File: src/rtl/mc_ctrl_pkg.sv
// Package: shared state numbering, opcode codes, field encodings and the
// control word type of the multicycle sequencer.
// Assumes: the state numbers are fixed because the datapath hand-over tables
// refer to them; encodings 12..15 never occur.
package mc_ctrl_pkg;

    localparam int OP_W = 6;
    localparam int ST_W = 4;

    typedef enum logic [ST_W-1:0] {
        ST_FETCH  = 4'd0,
        ST_DECODE = 4'd1,
        ST_ADDR   = 4'd2,
        ST_LDRD   = 4'd3,
        ST_LDWB   = 4'd4,
        ST_STWR   = 4'd5,
        ST_REXE   = 4'd6,
        ST_RWB    = 4'd7,
        ST_BRCMP  = 4'd8,
        ST_JUMP   = 4'd9,
        ST_OREXE  = 4'd10,
        ST_ORWB   = 4'd11
    } state_e;

    localparam logic [OP_W-1:0] OPC_RTYPE = 6'b000000;
    localparam logic [OP_W-1:0] OPC_BEQ   = 6'b000100;
    localparam logic [OP_W-1:0] OPC_LOAD  = 6'b100011;
    localparam logic [OP_W-1:0] OPC_STORE = 6'b101011;
    localparam logic [OP_W-1:0] OPC_ORI   = 6'b001011;
    localparam logic [OP_W-1:0] OPC_JUMP  = 6'b000010;

    typedef enum logic [1:0] {
        ALU_ADD  = 2'b00,
        ALU_SUB  = 2'b01,
        ALU_FUNC = 2'b10,
        ALU_OR   = 2'b11
    } alu_op_e;

    localparam logic [1:0] BSEL_FOUR = 2'b00;
    localparam logic [1:0] BSEL_REGB = 2'b01;
    localparam logic [1:0] BSEL_IMM4 = 2'b10;
    localparam logic [1:0] BSEL_IMM  = 2'b11;

    localparam logic [1:0] PCSRC_SEQ = 2'b00;
    localparam logic [1:0] PCSRC_TGT = 2'b01;
    localparam logic [1:0] PCSRC_JMP = 2'b10;

    typedef struct packed {
        logic       pc_wr;
        logic       pc_wr_cond;
        logic       addr_sel;
        logic       mem_wr;
        logic       ir_wr;
        logic       dst_sel;
        logic       reg_wr;
        logic       wb_sel;
        logic       alu_a_sel;
        logic [1:0] alu_b_sel;
        alu_op_e    alu_op;
        logic       ext_sign;
        logic       tgt_wr;
        logic [1:0] pc_src;
    } ctrl_t;

endpackage

File: src/rtl/mc_state_reg.sv
// Module: holds the present state of the sequencer.
// Assumes: synchronous active-low reset returns the sequencer to fetch.
module mc_state_reg
    import mc_ctrl_pkg::*;
(
    input  logic   clk,
    input  logic   rst_n,
    input  state_e nxt,
    output state_e cur
);

    // Capture the next state, or the fetch state while reset is held.
    always_ff @(posedge clk) begin
        if (!rst_n) cur <= ST_FETCH;
        else        cur <= nxt;
    end

endmodule

File: src/rtl/mc_next_state.sv
// Module: next-state function of the sequencer.
// Assumes: the opcode is stable in decode and address states; in all other
// states it is ignored. Unknown opcodes and unused codes lead back to fetch.
module mc_next_state
    import mc_ctrl_pkg::*;
(
    input  state_e          cur,
    input  logic [OP_W-1:0] opcode,
    output state_e          nxt
);

    // Pick the successor: dispatch in decode and address states, fixed links elsewhere.
    always_comb begin
        nxt = ST_FETCH;
        case (cur)
            ST_FETCH:  nxt = ST_DECODE;
            ST_DECODE: begin
                case (opcode)
                    OPC_LOAD,
                    OPC_STORE: nxt = ST_ADDR;
                    OPC_RTYPE: nxt = ST_REXE;
                    OPC_BEQ:   nxt = ST_BRCMP;
                    OPC_JUMP:  nxt = ST_JUMP;
                    OPC_ORI:   nxt = ST_OREXE;
                    default:   nxt = ST_FETCH;
                endcase
            end
            ST_ADDR:   nxt = (opcode == OPC_STORE) ? ST_STWR : ST_LDRD;
            ST_LDRD:   nxt = ST_LDWB;
            ST_REXE:   nxt = ST_RWB;
            ST_OREXE:  nxt = ST_ORWB;
            default:   nxt = ST_FETCH;
        endcase
    end

endmodule

File: src/rtl/mc_ctrl_decode.sv
// Module: state-to-control-word decoder (Moore outputs).
// Assumes: outputs not needed by a state are driven to 0.
module mc_ctrl_decode
    import mc_ctrl_pkg::*;
(
    input  state_e cur,
    output ctrl_t  ctl
);

    // Build the control word for the present state from a zeroed default.
    always_comb begin
        ctl = '0;
        case (cur)
            ST_FETCH: begin
                ctl.pc_wr     = 1'b1;
                ctl.ir_wr     = 1'b1;
                ctl.alu_b_sel = BSEL_FOUR;
                ctl.alu_op    = ALU_ADD;
                ctl.pc_src    = PCSRC_SEQ;
            end
            ST_DECODE: begin
                ctl.tgt_wr    = 1'b1;
                ctl.ext_sign  = 1'b1;
                ctl.alu_b_sel = BSEL_IMM4;
            end
            ST_ADDR, ST_LDRD, ST_LDWB, ST_STWR: begin
                ctl.alu_a_sel = 1'b1;
                ctl.alu_b_sel = BSEL_IMM;
                ctl.ext_sign  = 1'b1;
                ctl.addr_sel  = (cur == ST_LDRD) || (cur == ST_STWR);
                ctl.mem_wr    = (cur == ST_STWR);
                ctl.reg_wr    = (cur == ST_LDWB);
                ctl.wb_sel    = (cur == ST_LDWB);
            end
            ST_REXE, ST_RWB: begin
                ctl.alu_a_sel = 1'b1;
                ctl.alu_b_sel = BSEL_REGB;
                ctl.alu_op    = ALU_FUNC;
                ctl.dst_sel   = 1'b1;
                ctl.reg_wr    = (cur == ST_RWB);
            end
            ST_BRCMP: begin
                ctl.alu_a_sel  = 1'b1;
                ctl.alu_b_sel  = BSEL_REGB;
                ctl.alu_op     = ALU_SUB;
                ctl.pc_wr_cond = 1'b1;
                ctl.pc_src     = PCSRC_TGT;
            end
            ST_JUMP: begin
                ctl.pc_wr  = 1'b1;
                ctl.pc_src = PCSRC_JMP;
            end
            ST_OREXE, ST_ORWB: begin
                ctl.alu_a_sel = 1'b1;
                ctl.alu_b_sel = BSEL_IMM;
                ctl.alu_op    = ALU_OR;
                ctl.reg_wr    = (cur == ST_ORWB);
            end
            default: ctl = '0;
        endcase
    end

endmodule

File: src/rtl/mc_ctrl_fsm.sv
// Module: top of the hardwired multicycle sequencer. Ties state register,
// next-state logic and control decoder together and gates every write strobe
// with reset.
// Assumes: opcode comes straight from the instruction register.
module mc_ctrl_fsm
    import mc_ctrl_pkg::*;
(
    input  logic            clk,
    input  logic            rst_n,
    input  logic [OP_W-1:0] opcode,
    output logic            pc_wr,
    output logic            pc_wr_cond,
    output logic            addr_sel,
    output logic            mem_wr,
    output logic            ir_wr,
    output logic            dst_sel,
    output logic            reg_wr,
    output logic            wb_sel,
    output logic            alu_a_sel,
    output logic [1:0]      alu_b_sel,
    output logic [1:0]      alu_op,
    output logic            ext_sign,
    output logic            tgt_wr,
    output logic [1:0]      pc_src,
    output logic [ST_W-1:0] state_o
);

    state_e cur;
    state_e nxt;
    ctrl_t  ctl;

    mc_state_reg u_state (
        .clk   (clk),
        .rst_n (rst_n),
        .nxt   (nxt),
        .cur   (cur)
    );

    mc_next_state u_next (
        .cur    (cur),
        .opcode (opcode),
        .nxt    (nxt)
    );

    mc_ctrl_decode u_dec (
        .cur (cur),
        .ctl (ctl)
    );

    // Drive the ports; write strobes are forced low while reset is held.
    always_comb begin
        pc_wr      = ctl.pc_wr      & rst_n;
        pc_wr_cond = ctl.pc_wr_cond & rst_n;
        mem_wr     = ctl.mem_wr     & rst_n;
        ir_wr      = ctl.ir_wr      & rst_n;
        reg_wr     = ctl.reg_wr     & rst_n;
        tgt_wr     = ctl.tgt_wr     & rst_n;
        addr_sel   = ctl.addr_sel;
        dst_sel    = ctl.dst_sel;
        wb_sel     = ctl.wb_sel;
        alu_a_sel  = ctl.alu_a_sel;
        alu_b_sel  = ctl.alu_b_sel;
        alu_op     = ctl.alu_op;
        ext_sign   = ctl.ext_sign;
        pc_src     = ctl.pc_src;
        state_o    = cur;
    end

endmodule

File: config.mk
export PLATFORM = sky130hd
export DESIGN_NAME = mc_ctrl_fsm
export DESIGN_NICKNAME = d
export VERILOG_FILES = /design/src/rtl/mc_ctrl_pkg.sv /design/src/rtl/mc_state_reg.sv /design/src/rtl/mc_next_state.sv /design/src/rtl/mc_ctrl_decode.sv /design/src/rtl/mc_ctrl_fsm.sv
export SDC_FILE = /design/constraint.sdc
export NUM_CORES = 1
export LEC_CHECK = 0
export ABC_CLOCK_PERIOD_IN_PS = 1600
export BUFFER_PORTS_ARGS = -buffer_cell sky130_fd_sc_hd__buf_4
export CAP_MARGIN = 20
export CORE_AREA = 2 2 39 41
export DETAILED_ROUTE_END_ITERATION = 6
export DIE_AREA = 0 0 41 43
export MAX_ROUTING_LAYER = met4
export PLACE_DENSITY = 0.71
export SKIP_CTS_REPAIR_TIMING = 1
export SYNTH_ARGS = -nofsm -noshare
export SYNTH_HDL_FRONTEND = slang
export SYNTH_SLANG_ARGS = --single-unit
File: constraint.sdc
create_clock -name clk -period 1.6 [get_ports clk]
set_input_delay 0.16 -clock clk [delete_from_list [all_inputs] [get_ports clk]]
set_output_delay 0.16 -clock clk [all_outputs]
set_load 0.05 [all_outputs]
==> results.cfg, run 1 <==
[run_status]
status = completed

[clock_tree]
htreeDepth = 1
clkTransAtPathRegs_ps = 40
numClockSinks = 4
cts_root_buf = clkbuf_4
insertion_delay_ps = 240
cts_tree = done
clk_path_buf_depth = 2
cts_buffers = 3

[synthesis]
ys_async_sr_fraction_pct = 0
synth.most_common_cell = nor2_1
synth_fp_nets = 83
postSynthCellCount = 75
synth_common_cells = 10 x nor2_1, 5 x nor3_1, 4 x a21oi_1, 4 x dfxtp_1, 4 x nand2_1
ys_top_cells_by_area = dfxtp_1 15%, nor2_1 6.8%, nor4_2 6.8%, nor3_1 4.6%, buf_6 4.1%
netlist_area_um2 = 549.3
ys_warn_count = 0
yosysTopAreaCell = dfxtp_1
synthFlopType = dfxtp_1
synth.distinct_cells = 36
synth_area_per_cell_um2 = 7.324
synth_seq_cells = 4
netlist.area_leader.share_pct = 14.58
synth-edff-count = 0
ys_seq_area_share_pct = 14.58

[critical_path]
worstPathArrival_ps = 1400
required_ps = 1440
crit_family = flip-flops
critPathMaxFanout = 11
path_class = reg -> out
slowest_delay_ps = 390
reg2reg_depth = 5
reg2reg_from = u_state.cur[0]
r2r-end = u_state.cur[1]
crit_slowest_cell = dfxtp_4
endpoint_kind = primary output
crit_buf_inv = 1
start_kind = flop
crit_chain = nand2b_4 -> o32ai_2 -> and2_2 -> buf_6
startpoint = u_state.cur[3]
reg2reg_setup_slack_ps = 310

[drt]
antenna_left = 0
vias_per_cell = 5.484
drt_iter0_markers = 11
drtPass1Iterations = 3
drt-total-wl_um = 1705
wl_per_cell_um = 13.53
num_vias = 691
drc_errors = 0

[global_route]
grt_use_met1_pct = 25.00
grt-ovfl-total = 0
met2_usage_pct = 29.69
use_met3_pct = 6.283
grt_max_degree = 14
antenna_found_initial = 0
top_usage_layer = met2
grt_pass1_wl_um = 2380
grt_usage_pct = 20.23
grt_pass1_vias = 561

[hold_path]
min_from = rst_n
whs_endpoint = u_state.cur[0]
whs_path_depth = 2
hold_path_class = in -> reg

[floorplanning]
ios = 29
dieArea_mm2 = 0.001763
coreArea_mm2 = 0.001384
die_h_um = 43
rows = 14
die_w_um = 41
start_util_pct = 39.69

[sta]
setup_violations = 0
fin_ws_ps = 42.92
tightest_slew_ps = 273.2
clock_skew_ps = 2.464
maxSlewViolCount = 0
finalHoldViolCount = 0
min_period_over_period_pct = 97.32
maxClockFrequency_mhz = 642.2
maxSlewHeadroom_pct = 81.73
min_period_ps = 1557

[finish]
layout.nets = 119
multiInputGateArea_um2 = 524.3
seq_area_um2 = 95.09
largest_reg_flops = 4
n_antenna_cell = 0
reg_top3 = u_state.cur x4
drive_above_1_share_pct = 63.64
final_core_util_pct = 69.53
fillers = 113
syn2layout_area_growth_pct = 75.17
top_register = u_state.cur

[placement]
pre_cts_ws_ps = 194.3
hpwl_um = 1201
gp_congestion = 0.8032
place.port_buffers = 28

[flow_run]
max_cap_violations = 0

[pwr]
vdd_drop_max_v = 0.0004123
leakagePower_nw = 0.4053
power_density_mw_per_mm2 = 448.5
-- through the flow --
step	setup TNS [ps]	hold slack, ps	instance area [um^2]	total power [mW]	instances
6_report	0	209.3	962.2	0.4315	126
5_1_grt	-18.20	187.4	962.2	0.4630	126
4_1_cts	-56.21	199.1	897.1	0.4254	122
3_5_place_dp	0	445.8	870.8	0.2825	118
3_3_place_gp	0	442.7	870.8	0.2805	118
2_1_floorplan	-472.1	281.6	651.9	0.2296	75
-- how the worst max path moves through the flow --
stage             end  slack, ps  depth (start not counted)
2_1_floorplan   pc_wr       -120                          3
3_3_place_gp   reg_wr        220                          4
3_5_place_dp   reg_wr        190                          4
4_1_cts        reg_wr        -60                          4
5_1_grt        reg_wr        -20                          4
6_report       reg_wr         40                          4
-- power breakdown --
| group | internal [mW] | switching [mW] |
|---|---|---|
| Sequential | 0.0984 | 0.00886 |
| Clock | 0.0939 | 0.0465 |
| Combinational | 0.0730 | 0.111 |
-- cell families after synthesis --
group	count (synthesis)	share of synthesized area [%]
and+or+nand+nor	39	43.74
AOI/OAI and AO/OA	17	21.19
buffers and inverters	9	10.25
xor gates and xnor gates	4	6.379
DFF	4	14.58
muxes	1	1.822
adders and majority gates	1	2.050
-- layer usage --
metal | vias up | wire (um)
met2 | 21 | 873
met3 | 2 | 70
met5 | - | 0
met1 | 326 | 746
met4 | 0 | 14
li1 | 342 | -
-- layout make-up --
type	instances	area share [%]
multi-input combinational	62	54.49
timing repair buffer	37	29.65
sequential	4	9.883
clock buffer	4	2.731
tap	16	2.081
inverter	3	1.170
-- cell usage in the layout (no fill, tap or decap), drive strengths merged, types with 2 or more instances in the layout --
cell type	netlist	final
xor2	2	2
clkbuf	0	4
dfxtp	4	4
and3	2	2
and2	3	3
o21a	2	2
o21ai	2	2
nor4	4	4
buf	6	37
nand2	5	5
nand2b	3	3
nand3	2	2
inv	3	3
o32ai	2	2
nor2	11	11
a21oi	4	4
xnor2	2	2
nor3	6	6
Note: power is estimated with default switching activity, not from simulation.
==> run 2, diff against run 1 <==
PLACE_DENSITY = 0.7   (was 0.71)
SYNTH_HIERARCHICAL = 1   (was default)
==> results.cfg, run 2 <==
[sta]
maxSlewHeadroom_pct = 75.22
min_period_over_period_pct = 99.21
tns_ps = 0
maxSlewViolCount = 0
rsz0062_at_grt = true
min_period_ps = 1587
setup_violations = 0
maxClockFrequency_mhz = 630.0
finalHoldViolCount = 0
clock_skew_ps = 6.956
tightest_slew_ps = 369.7

[drt]
antenna_left = 0
drtPass1Iterations = 4
vias_per_cell = 5.384
drc_errors = 0
wl_per_cell_um = 12.11
num_vias = 673
drt_iter0_markers = 9
drt-total-wl_um = 1514

[synthesis]
synth_xor_area_share_pct = 6.557
netlist_area_um2 = 534.3
synth-edff-count = 0
ys_seq_area_share_pct = 14.99
netlist.area_leader.share_pct = 14.99
synth_compound_area_share_pct = 16.63
ys_warn_count = 6
synth_seq_cells = 4
synthMuxAreaShare_pct = 0
ys_async_sr_fraction_pct = 0
synth.distinct_cells = 31
ys_top_cells_by_area = dfxtp_1 15%, and2_1 13%, nor3_1 6.6%, nor2_1 5.6%, xnor2_1 4.9%
postSynthCellCount = 75
synth-simple-area-share_pct = 52.69
synth_area_per_cell_um2 = 7.123
synth_fa_ha_area_share_pct = 1.874
synth_common_cells = 11 x and2_1, 8 x nor2_1, 7 x nor3_1, 4 x dfxtp_1, 4 x nand3_1
synth_fp_nets = 83
synth.most_common_cell = and2_1
synthFlopType = dfxtp_1
synth_top_family_by_area = simple AND/OR/NAND/NOR gates
yosysTopAreaCell = dfxtp_1

[global_route]
grt_pass1_vias = 529
antenna_found_initial = 0
grt_max_degree = 22
grt_pass1_wl_um = 2325
grt-ovfl-total = 0
grt_usage_pct = 19.01

[clock_tree]
cts_buffers = 3
insertion_delay_ps = 240
cts_tree = done
cts_root_buf = clkbuf_4
clkTransAtPathRegs_ps = 40
clk_path_buf_depth = 2
htreeDepth = 1
numClockSinks = 4

[pwr]
vdd_drop_max_v = 0.0003923
power.share.clock_pct = 33.7
power_switching_mw = 0.1541
combPwrFrac_pct = 39.6
seqPwrFrac_pct = 26.7
power_density_mw_per_mm2 = 447.8
leakagePower_nw = 0.4007
internal_power_mw = 0.2577
p_sw_share_pct = 37.43

[critical_path]
worstPathArrival_ps = 1430
start_kind = flop
slowest_delay_ps = 400
critPathMaxFanout = 16
path_class = reg -> out
required_ps = 1440
crit_slowest_cell = dfxtp_4
crit_chain = or2_4 -> o22ai_1 -> and2_2 -> buf_4
endpoint_kind = primary output

[floorplanning]
rows = 14
die_h_um = 43
start_util_pct = 38.61
dieArea_mm2 = 0.001763
coreArea_mm2 = 0.001384
die_w_um = 41
ios = 29

[run_status]
status = completed

[hold_path]
hold_path_class = in -> reg

[placement]
place.port_buffers = 28
placed_cell_area_um2 = 820.8
hpwl_um = 1035
gp_congestion = 0.7728

[finish]
fillers = 130
final_cell_mix = 31 x buf_4, 9 x and2_1, 5 x nor3_1, 4 x nor2_1, 4 x dfxtp_4
layout.nets = 118
syn2layout_area_growth_pct = 72.13
reg_top3 = u_state/cur x4
largest_reg_flops = 4
n_antenna_cell = 0
top_register = u_state/cur
multiInputGateArea_um2 = 508.0
seq_area_um2 = 95.09
final_common_cell = buf_4
drive_above_1_share_pct = 55.05
design_area_um2 = 919.6

[flow_run]
max_cap_violations = 0
run 2: cell count changes after synthesis, moves of 3 or more:
cell / previous run / this run
nor3b_1: 0 / 3
nor4_2: 3 / 0
nor2b_1: 0 / 3
and2_1: 3 / 11
o21ai_0: 0 / 3
run 2: cell families after synthesis:
logic type | Yosys count
AOI/OAI and AO/OA | 12
xor gates and xnor gates | 4
adders and majority gates | 1
buffers and inverters | 5
DFF | 4
and+or+nand+nor | 49
run 2: worst paths after layout:
kind                       start        endpoint  slack, ps  cells after the start
setup / recovery  u_state/cur[1]          reg_wr         10                      4
hold reg to reg   u_state/cur[0]  u_state/cur[0]        720                      2
hold / removal             rst_n  u_state/cur[3]        200                      2
setup reg to reg  u_state/cur[1]  u_state/cur[3]        240                      4
run 2: final cells by class:
type                       instances  share of cell area [%]
timing repair buffer              34                   28.98
multi-input combinational         66                   55.24
inverter                           1                  0.4082
sequential                         4                   10.34
clock buffer                       4                   2.857
tap                               16                   2.177
run 2: stage by stage:
step / util [%] / instances / total power, mW / setup slack, ps / hold slack, ps
after floorplan: - / 75 / 0.2152 / -126.0 / 280.9
after global placement: 59.31 / 117 / 0.2671 / 217.9 / 443.5
after detailed placement: 59.31 / 117 / 0.2685 / 189.8 / 437.6
after CTS: 61.21 / 121 / 0.4135 / -68.62 / 190.1
after global routing: 66.46 / 125 / 0.4453 / -24.16 / 201.2
final: 66.46 / 125 / 0.4118 / 12.63 / 197.7
run 2: power groups by stage:
stage	logic, mW	registers [mW]	clock network (mW)
finish	0.163	0.110	0.139
detailed placement	0.154	0.114	0
global placement	0.153	0.114	0
CTS	0.155	0.113	0.146
global route	0.175	0.111	0.160
floorplan	0.0955	0.120	0
run 2: worst max-delay path, delay by kind of cell (launching register included):
family | cells | cell delay, ps
buffers and inverters | 1 | 180
AO/OA/AOI/OAI | 1 | 150
flip-flops | 1 | 400
AND/OR/NAND/NOR | 2 | 450
run 2: per-layer routing:
layer | track usage, % | share of wire, % | vias up
met4 | 8.000 | 0.92 | 0
met5 | - | 0 | -
met2 | 26.25 | 48 | 28
met1 | 26.28 | 44 | 301
met3 | 3.665 | 7.1 | 2
li1 | - | - | 342
==> run 3, diff against run 2 <==
--- a/config.mk
+++ b/config.mk
@@ -7,2 +7,3 @@
 export LEC_CHECK = 0
+export ABC_AREA = 1
 export ABC_CLOCK_PERIOD_IN_PS = 1600
@@ -14,3 +15,3 @@
 export MAX_ROUTING_LAYER = met4
-export PLACE_DENSITY = 0.7
+export PLACE_DENSITY = 0.71
 export SKIP_CTS_REPAIR_TIMING = 1
==> constraint.sdc (replaced) <==
create_clock -name clk -period 1.6 [get_ports clk]
set_input_delay 0.24 -clock clk [delete_from_list [all_inputs] [get_ports clk]]
set_output_delay 0.24 -clock clk [all_outputs]
set_load 0.05 [all_outputs]
==> results.cfg, run 3 <==
[run_status]
status = completed

[finish]
layout.nets = 148
top_register = u_state/cur
final_common_cell = nand2_1
n_antenna_cell = 0
drive_above_1_share_pct = 41.30
final_core_util_pct = 62.12
largest_reg_flops = 4
syn2layout_area_growth_pct = 58.66
final_cell_mix = 29 x nand2_1, 26 x buf_4, 24 x inv_1, 12 x nand3_1
reg_top3 = u_state/cur x4

[synthesis]
postSynthCellCount = 108
ys_top_cells_by_area = nand2_1 23%, inv_1 19%, dfxtp_1 15%, nand3_1 11%, nor2_1 6.9%
synth_area_per_cell_um2 = 5.016
synth_fa_ha_area_share_pct = 0
ys_seq_area_share_pct = 14.78
synth_compound_area_share_pct = 9.700
ys_warn_count = 6
synth_top_family_by_area = simple AND/OR/NAND/NOR gates
synthFlopType = dfxtp_1
synth_fp_nets = 116
synth_xor_area_share_pct = 0
netlist_area_um2 = 541.8
yosysTopAreaCell = nand2_1
netlist.area_leader.share_pct = 22.86
synth.distinct_cells = 16
synthMuxAreaShare_pct = 0
synth-edff-count = 0
synth_common_cells = 33 x nand2_1, 28 x inv_1, 12 x nand3_1, 10 x nor2_1, 6 x nor2_2
synth.most_common_cell = nand2_1
ys_async_sr_fraction_pct = 0
synth-simple-area-share_pct = 54.04
synth_seq_cells = 4

[placement]
place.port_buffers = 28
hpwl_um = 1223
gp_congestion = 0.8133

[critical_path]
crit_buf_inv = 3
r2r-end = u_state/cur[1]
reg2reg_setup_slack_ps = 520
path_class = reg -> out
critPathMaxFanout = 10
start_kind = flop
required_ps = 1360
reg2reg_depth = 7
worstPathArrival_ps = 1250
crit_slowest_cell = dfxtp_4
slowest_delay_ps = 380
cpMostUsedCell = nand2_1
endpoint_kind = primary output
reg2reg_from = u_state/cur[1]
crit_family = flip-flops
crit_chain = inv_2 -> nand2_1 -> o21ai_1 -> nand2_1 -> inv_1 -> buf_4

[hold_path]
whs_endpoint = u_state/cur[1]
whs_path_depth = 3
hold_path_class = in -> reg
min_from = rst_n

[sta]
maxSlewViolCount = 0
min_period_ps = 1493
maxSlewHeadroom_pct = 88.18
setup_violations = 0
tightest_slew_ps = 175.5
finalHoldViolCount = 0
min_period_over_period_pct = 93.30
rsz0062_at_grt = false
maxClockFrequency_mhz = 669.9
clock_skew_ps = 1.459
hold_ws_ps = 306.7

[drt]
drt_iter0_markers = 22
drc_errors = 0
drtPass1Iterations = 4
wl_per_cell_um = 9.994
vias_per_cell = 4.682
num_vias = 721
antenna_left = 0
drt-total-wl_um = 1539

[clock_tree]
cts_root_buf = clkbuf_4
clkTransAtPathRegs_ps = 40
insertion_delay_ps = 230
htreeDepth = 1
numClockSinks = 4
cts_buffers = 3
clk_path_buf_depth = 2
cts_tree = done

[floorplanning]
coreArea_mm2 = 0.001384
ios = 29
die_w_um = 41
start_util_pct = 39.15
dieArea_mm2 = 0.001763
die_h_um = 43
rows = 14

[pwr]
power_density_mw_per_mm2 = 463.6
vdd_drop_max_v = 0.0004445
leakagePower_nw = 0.5408

[global_route]
grt-ovfl-total = 0
antenna_found_initial = 0
grt_max_degree = 11
grt_pass1_vias = 610
grt_pass1_wl_um = 2449
grt_usage_pct = 19.26

[flow_run]
max_cap_violations = 0
==> run 3: cell types whose count changed after synthesis, moves of 3 or more <==
cell / before / now
nor2b_1: 3 / 0
nor2_2: 0 / 6
o21ai_1: 0 / 4
xnor2_1: 3 / 0
nand2_1: 2 / 33
inv_1: 1 / 28
nand3_1: 4 / 12
nor3_1: 7 / 0
nand2b_1: 3 / 0
nor3b_1: 3 / 0
and2_1: 11 / 0
==> run 3: how the worst max path moves through the flow <==
stage              startpoint    endpoint  slack [ps]  cells after the start
6_report       u_state/cur[1]       pc_wr         110                      6
5_1_grt        u_state/cur[1]       pc_wr           7                      6
4_1_cts        u_state/cur[1]       pc_wr          40                      6
3_5_place_dp   u_state/cur[1]       pc_wr         290                      6
3_3_place_gp   u_state/cur[1]       pc_wr         290                      6
2_1_floorplan  u_state/cur[0]  pc_wr_cond          -9                      6
==> run 3: through the flow <==
step | instance area (um^2) | total power, mW | setup WS [ps] | cells | setup TNS [ps]
detailed placement | 822.0 | 0.2782 | 286.1 | 151 | 0
CTS | 844.6 | 0.3984 | 41.97 | 154 | 0
floorplan | 603.1 | 0.2218 | -9.391 | 108 | -9.391
global placement | 822.0 | 0.2774 | 294.9 | 151 | 0
finish | 859.6 | 0.3985 | 107.2 | 154 | 0
global route | 859.6 | 0.4259 | 7.086 | 154 | 0
==> run 3: kinds of logic (layout without fill, tap and decap cells) <==
family | Yosys count | after routing
buffers and inverters | 30 | 60
and+or+nand+nor | 65 | 65
AOI/OAI and AO/OA | 9 | 9
DFF | 4 | 4
==> run 3: power breakdown <==
group	switching (mW)	total, mW	internal [mW]
Combinational	0.114	0.170	0.0559
Clock	0.0352	0.119	0.0835
Sequential	0.0106	0.110	0.0993
==> run 3: routing by layer <==
layer | track usage [%] | part of all wire (%) | vias up
met5 | - | 0 | -
met4 | 2.000 | 0 | 0
met3 | 1.571 | 5.0 | 0
met2 | 32.19 | 51 | 23
met1 | 25.16 | 44 | 311
li1 | - | - | 387
==> run 3: area by class of cell <==
cell class | instances | area, um^2
clock buffer | 3 | 22.52
fill | 141 | 524.3
inverter | 29 | 118.9
multi-input combinational | 74 | 385.4
sequential | 4 | 95.09
tap | 16 | 20.02
timing repair buffer | 28 | 217.7
==> run 3: tightest hold or removal path: cells and delay by family <==
kind	cells	cell delay [ps]
simple gates	1	60
buf+inv	2	190
